**config.mk**
```make
export PLATFORM = sky130hd
export DESIGN_NAME = pbus_fabric
export DESIGN_NICKNAME = d
export VERILOG_FILES = /design/src/rtl/pbus_pkg.sv /design/src/rtl/pbus_addr_decode.sv /design/src/rtl/pbus_reg_slave.sv /design/src/rtl/pbus_or_merge.sv /design/src/rtl/pbus_fabric.sv
export SDC_FILE = /design/constraint.sdc
export NUM_CORES = 1
export LEC_CHECK = 0
export ABC_AREA = 1
export CORE_AREA = 4 4 209 211
export DETAILED_ROUTE_END_ITERATION = 7
export DIE_AREA = 0 0 213 215
export PLACE_DENSITY_LB_ADDON = 0.25
export REMOVE_ABC_BUFFERS = 1
export SETUP_SLACK_MARGIN = 0.5
export SKIP_CTS_REPAIR_TIMING = 1
export SYNTH_ARGS = -nofsm -noshare
export SYNTH_HDL_FRONTEND = slang
export SYNTH_SLANG_ARGS = --single-unit
export TNS_END_PERCENT = 30
```
**constraint.sdc**
```tcl
create_clock -name clk -period 6.4 [get_ports clk]
set_input_delay 1.6 -clock clk [delete_from_list [all_inputs] [get_ports clk]]
set_output_delay 1.6 -clock clk [all_outputs]
set_load 0.02 [all_outputs]
```
**src/rtl/pbus_pkg.sv**
```systemverilog
// Package pbus_pkg
// Shared widths and request type for the peripheral register bus.
// Assumes byte addressing with halfword registers inside 16-byte windows.
package pbus_pkg;
    localparam int ADDR_W = 16;
    localparam int DATA_W = 16;
    localparam int OFS_W  = 4;
    localparam int BASE_W = ADDR_W - OFS_W;
    localparam int IDX_W  = OFS_W - 1;
    localparam int NREG   = 2 ** IDX_W;

    typedef enum logic {
        XFER_BYTE = 1'b0,
        XFER_HALF = 1'b1
    } xfer_size_e;

    // Fields a peripheral needs; its select already includes the address strobe.
    typedef struct packed {
        logic [OFS_W-1:0]  ofs;
        logic [DATA_W-1:0] wdata;
        logic              rd;
        logic              wr;
        xfer_size_e        size;
    } slave_req_t;
endpackage

```
**src/rtl/pbus_addr_decode.sv**
```systemverilog
// Module pbus_addr_decode
// Compares the upper address bits with each peripheral base and raises that
// peripheral's select while the address strobe is high.
// Assumes the bases are distinct; clk/rst_n serve only the assertion.
module pbus_addr_decode
    import pbus_pkg::*;
#(
    parameter int                         NUM_SLAVES = 3,
    parameter logic [NUM_SLAVES*BASE_W-1:0] BASES     = {12'hA5C, 12'h012, 12'h000}
) (
    input  logic                  clk,
    input  logic                  rst_n,
    input  logic [ADDR_W-1:0]     addr,
    input  logic                  as_stb,
    output logic [NUM_SLAVES-1:0] sel
);
    // One comparator per peripheral window.
    for (genvar i = 0; i < NUM_SLAVES; i++) begin : g_cmp
        assign sel[i] = as_stb && (addr[ADDR_W-1:OFS_W] == BASES[i*BASE_W +: BASE_W]);
    end

    // distinct windows never overlap
    a_r1_sel_onehot: assert property (@(posedge clk) disable iff (!rst_n)
        $onehot0(sel));
endmodule

```
**src/rtl/pbus_reg_slave.sv**
```systemverilog
// Module pbus_reg_slave
// Sample peripheral: NREG halfword registers with byte-lane writes and a
// read output gated to zero unless selected for a read.
// Assumes sel already contains the address-strobe qualification.
module pbus_reg_slave
    import pbus_pkg::*;
(
    input  logic              clk,
    input  logic              rst_n,
    input  logic              sel,
    input  slave_req_t        req,
    output logic [DATA_W-1:0] rd_data
);
    logic [NREG-1:0][DATA_W-1:0] regs;
    logic [IDX_W-1:0]            idx;
    logic                        lane;
    logic                        wr_en;
    logic                        rd_en;
    logic [DATA_W-1:0]           cur;

    assign idx   = req.ofs[OFS_W-1:1];
    assign lane  = req.ofs[0];
    assign wr_en = sel && req.wr;
    assign rd_en = sel && req.rd;
    assign cur   = regs[idx];

    // Register update: reset clear, then halfword or single-lane write.
    always_ff @(posedge clk) begin
        if (!rst_n) begin
            regs <= '0;
        end else if (wr_en) begin
            if (req.size == XFER_HALF)
                regs[idx] <= req.wdata;
            else if (lane)
                regs[idx][15:8] <= req.wdata[7:0];
            else
                regs[idx][7:0] <= req.wdata[7:0];
        end
    end

    // Read path: zero when not selected for a read so the OR-combine works.
    always_comb begin
        if (!rd_en)
            rd_data = '0;
        else if (req.size == XFER_HALF)
            rd_data = cur;
        else if (lane)
            rd_data = {8'h00, cur[15:8]};
        else
            rd_data = {8'h00, cur[7:0]};
    end

    // unselected peripheral contributes nothing
    a_r10_gated_zero: assert property (@(posedge clk) disable iff (!rst_n)
        !rd_en |-> (rd_data == '0));
    // no qualified write, no register change
    a_r8_hold: assert property (@(posedge clk) disable iff (!rst_n)
        !wr_en |=> $stable(regs));
    // halfword write lands whole
    a_r2_half_write: assert property (@(posedge clk) disable iff (!rst_n)
        (wr_en && req.size == XFER_HALF) |=> (regs[$past(idx)] == $past(req.wdata)));
    // low-lane write keeps the upper byte
    a_r3_keep_hi: assert property (@(posedge clk) disable iff (!rst_n)
        (wr_en && req.size == XFER_BYTE && !lane) |=>
        (regs[$past(idx)][15:8] == $past(cur[15:8])));
    // high-lane write keeps the lower byte
    a_r3_keep_lo: assert property (@(posedge clk) disable iff (!rst_n)
        (wr_en && req.size == XFER_BYTE && lane) |=>
        (regs[$past(idx)][7:0] == $past(cur[7:0])));
endmodule

```
**src/rtl/pbus_or_merge.sv**
```systemverilog
// Module pbus_or_merge
// Combines peripheral read outputs with a bitwise OR.
// Assumes every input not being read is driven to zero.
module pbus_or_merge
    import pbus_pkg::*;
#(
    parameter int NUM_SLAVES = 3
) (
    input  logic [NUM_SLAVES-1:0][DATA_W-1:0] din,
    output logic [DATA_W-1:0]                 dout
);
    // OR-reduce across peripherals.
    always_comb begin
        dout = '0;
        for (int i = 0; i < NUM_SLAVES; i++)
            dout = dout | din[i];
    end
endmodule

```
**src/rtl/pbus_fabric.sv**
```systemverilog
// Module pbus_fabric
// Top of the peripheral register bus: decodes the address into selects,
// fans the request out to NUM_SLAVES register peripherals and merges
// their read data by OR. Assumes one master and distinct bases.
module pbus_fabric
    import pbus_pkg::*;
#(
    parameter int                           NUM_SLAVES = 3,
    parameter logic [NUM_SLAVES*BASE_W-1:0] BASES      = {12'hA5C, 12'h012, 12'h000}
) (
    input  logic                  clk,
    input  logic                  rst_n,
    input  logic [15:0]           addr,
    input  logic [15:0]           wdata,
    input  logic                  rd_stb,
    input  logic                  wr_stb,
    input  logic                  as_stb,
    input  logic                  size,
    output logic [15:0]           rdata,
    output logic [NUM_SLAVES-1:0] slave_sel
);
    slave_req_t                        req;
    logic [NUM_SLAVES-1:0][DATA_W-1:0] slave_rd;

    // Request bundle shared by every peripheral.
    always_comb begin
        req.ofs   = addr[OFS_W-1:0];
        req.wdata = wdata;
        req.rd    = rd_stb;
        req.wr    = wr_stb;
        req.size  = xfer_size_e'(size);
    end

    pbus_addr_decode #(.NUM_SLAVES(NUM_SLAVES), .BASES(BASES)) u_dec (
        .clk    (clk),
        .rst_n  (rst_n),
        .addr   (addr),
        .as_stb (as_stb),
        .sel    (slave_sel)
    );

    for (genvar i = 0; i < NUM_SLAVES; i++) begin : g_slv
        pbus_reg_slave u_slv (
            .clk     (clk),
            .rst_n   (rst_n),
            .sel     (slave_sel[i]),
            .req     (req),
            .rd_data (slave_rd[i])
        );
    end

    pbus_or_merge #(.NUM_SLAVES(NUM_SLAVES)) u_merge (
        .din  (slave_rd),
        .dout (rdata)
    );

    // no read strobe pair, no read data
    a_r6_idle_zero: assert property (@(posedge clk) disable iff (!rst_n)
        !(rd_stb && as_stb) |-> (rdata == 16'h0000));
    // unmapped address reads as zero
    a_r7_unmapped_zero: assert property (@(posedge clk) disable iff (!rst_n)
        (slave_sel == '0) |-> (rdata == 16'h0000));
    // byte reads clear the upper lane
    a_r5_byte_upper: assert property (@(posedge clk) disable iff (!rst_n)
        !size |-> (rdata[15:8] == 8'h00));
endmodule

```
==> metrics.json <==
{
  "post_synthesis_to_final_layout_area_growth_pct": 12.9,
  "setup_viol_count_final": 0,
  "fmax_mhz": 163,
  "synthesis.yosys.warnings": 0,
  "place.port_buffers": 56,
  "global_route.usage.total_pct": 27.4,
  "drc": 0,
  "ff_latch_area_um2": 7690,
  "cp_max_fo": 13,
  "placeableCoreArea_um2": 41800,
  "drt_pass1_iterations": 5,
  "clkTransAtPathRegs_ns": 0.06,
  "aggregate_routed_wire_length_um": 64500,
  "place_hpwl_um": 42700,
  "slew_headroom_pct": 17.8,
  "fin_setup_tns_ns": 0,
  "wl_per_cell_um": 18.3,
  "cell_by_cell_listing_of_the_critical_path": "clkdlybuf4s50_1 > buf_4 > inv_2 > buf_4 > nor2_2 > buf_6 > nand3_1 > nand2_1 > inv_1 > nand2_1 > nand2_1 > nand3_1 > nand2_1 > nand2_1 > clkdlybuf4s50_1",
  "yosysSeqAreaShare_pct": 41.1,
  "chipHeight_um": 215,
  "finalCriticalPeriod_ns": 6.12,
  "final_layout_size_suffix_gt1_share_pct": 6.35,
  "standard_cell_with_the_maximum_stage_delay_on_the_critical_path": "clkdlybuf4s50_1",
  "cts_buffers": 43,
  "routabilityCongestion": 0.933,
  "clock_tree.htree_level_count": 2,
  "report.final.hold_viol_count": 0,
  "diodes": 0,
  "final.fill_count": 4103,
  "insertion_delay_ns": 0.57,
  "synthesis.area_um2": 18700,
  "number_of_antenna_violations_at_the_first_check_in_global_routing": 0,
  "cts.sinks": 384,
  "rsz_0062_raised_after_global_routing": "yes",
  "number_of_top_level_pins": 57,
  "setup_crit_start_kind": "input port",
  "crit_family": "buffers and inverters",
  "critical_path_required_ns": 4.80,
  "rows": 75,
  "synth_area_per_cell_um2": 6.32,
  "critical_path.endpoint_type": "primary output",
  "ant_nets_after_route": 0,
  "ir_drop_mv": 0.198,
  "cp_common_cell": "nand2_1",
  "total_of_flip_flops_plus_latches_after_synthesis": 384,
  "multiInputGateArea_um2": 9150,
  "cellLeakagePower_nw": 9.48,
  "largest_registers_in_the_final_layout": "g_slv.u_slv.regs x384",
  "actual_transition_at_the_worst_max_transition_pin_ns": 1.23,
  "drt-vias-per-instance": 5.38,
  "first_pass_grt_wire_length_um": 99100,
  "utilization_after_layout_pct": 50.6,
  "grt_max_degree": 154,
  "floorplan.die_area_um2": 45800,
  "vias_in_the_first_global_route": 17100,
  "final.setup_skew_ns": 0,
  "fin_nets": 2985,
  "grt_overflow": 0,
  "largest_reg_flops": 384,
  "synth_cells": 2965,
  "period_share_pct": 95.7,
  "top_register": "g_slv.u_slv.regs",
  "pwrdens_nw_per_um2": 257,
  "status": "finished, final reports clean",
  "ctsLongestPathBuffers": 3,
  "initialDrtViolationCount": 2220,
  "maxCapViolations": 0,
  "finalMaxSlewViolations": 0,
  "clk_root_buffer_cell": "clkbuf_16",
  "num_vias": 18900,
  "initial_core_utilization_pct": 44.8,
  "worst-setup-path-type": "in -> out",
  "critical_path.max_stage_delay_ns": 0.62,
  "die_w_um": 213,
  "arrival_ns": 4.52,
  "ys_types": 30,
  "cts_tree": "built",
  "worstHoldPathType": "reg -> reg",
  "cp.buffers_inverters": 7
}
==> final cells by class <==
class                   count  share of cell area [%]
clock buffers              62                    6.00
repair buffers            111                    4.94
multi-input cells        2115                    43.3
flip-flops and latches    384                    36.4
inverters                 292                    5.19
well taps                 539                    3.19
clock inverters            14                    1.02
==> worst register-to-register path, cell delays in order, from the launching register on <==
cell and delay [ns]:
dfxtp_1 0.29, inv_1 0.13, nand2_1 0.07, nand2_1 0.08, nor2_1 0.05
==> synthesized netlist by cell type (all sizes together) <==
library cell,n,area [um2]
a22o,3,26.3
nand3b,17,128
o21ai,291,1460
dfxtp,384,7690
clkinv,3,11.3
nand3,114,598
buf,82,454
nor3,13,65.1
or2,5,31.3
nand4,29,196
nor2,706,2840
inv,289,1080
o211ai,13,97.6
nand2,783,2990
a21oi,136,681
o22ai,5,31.3
clkbuf,92,345
==> per-stage QoR <==
step	hold slack, ns	cells	power, mW	area [um2]	worst slack, ns
2_1_floorplan	0.422	2791	2.61	17900	0.305
3_3_place_gp	0.439	3441	2.85	19600	0.335
3_5_place_dp	0.443	3441	2.85	19600	0.330
4_1_cts	0.454	3517	5.44	21100	0.313
5_1_grt	0.475	3517	5.58	21100	0.227
6_report	0.453	3517	5.42	21100	0.277
==> placed cells by master (no fill, tap or decap), types with 6 or more instances in the layout <==
cell,synthesis,layout
a21oi_1,136,136
buf_4,24,50
clkbuf_1,92,8
clkbuf_16,0,44
clkbuf_8,0,10
clkdlybuf4s50_1,0,50
clkinv_2,0,6
dfxtp_1,384,384
inv_1,278,277
inv_2,11,11
nand2_1,773,773
nand3_1,110,110
nand3b_1,17,17
nand4_1,28,28
nor2_1,674,673
nor2_2,11,12
nor2_4,20,20
nor3_1,13,13
o211ai_1,13,13
o21ai_0,287,287
==> power breakdown <==
group	leakage [nW]	switching (mW)	internal, mW	total [mW]
Combinational	5.66	0.311	0.109	0.419
Clock	0.729	1.03	1.58	2.61
Sequential	3.09	0.0000143	2.39	2.39
Total	9.48	1.34	4.08	5.42
==> path summary, 6_finish.rpt <==
| check | startpoint | end | slack [ns] | depth (start not counted) |
|---|---|---|---|---|
| max | addr[3] | rdata[2] | 0.28 | 15 |
| min | g_slv[2].u_slv.regs[21] | g_slv[2].u_slv.regs[21] | 0.45 | 2 |
| max reg2reg | g_slv[2].u_slv.regs[4] | g_slv[2].u_slv.regs[4] | 5.66 | 4 |
| min reg2reg | g_slv[2].u_slv.regs[21] | g_slv[2].u_slv.regs[21] | 0.45 | 2 |
==> per-layer routing <==
layer	wire [um]	GRT usage, %
met1	28300	39.8
met2	27500	40.0
met3	6310	5.21
met4	2450	11.1
met5	0	0
==> logic make-up (layout without fill, tap and decap cells) <==
family                 after synthesis  after routing  share of synthesized area [%]
buffers and inverters              466            479                           10.1
AOI/OAI and AO/OA                  448            448                           12.2
DFF                                384            384                           41.1
and+or+nand+nor                   1667           1667                           36.6
Note: power is estimated with default switching activity, not from simulation.
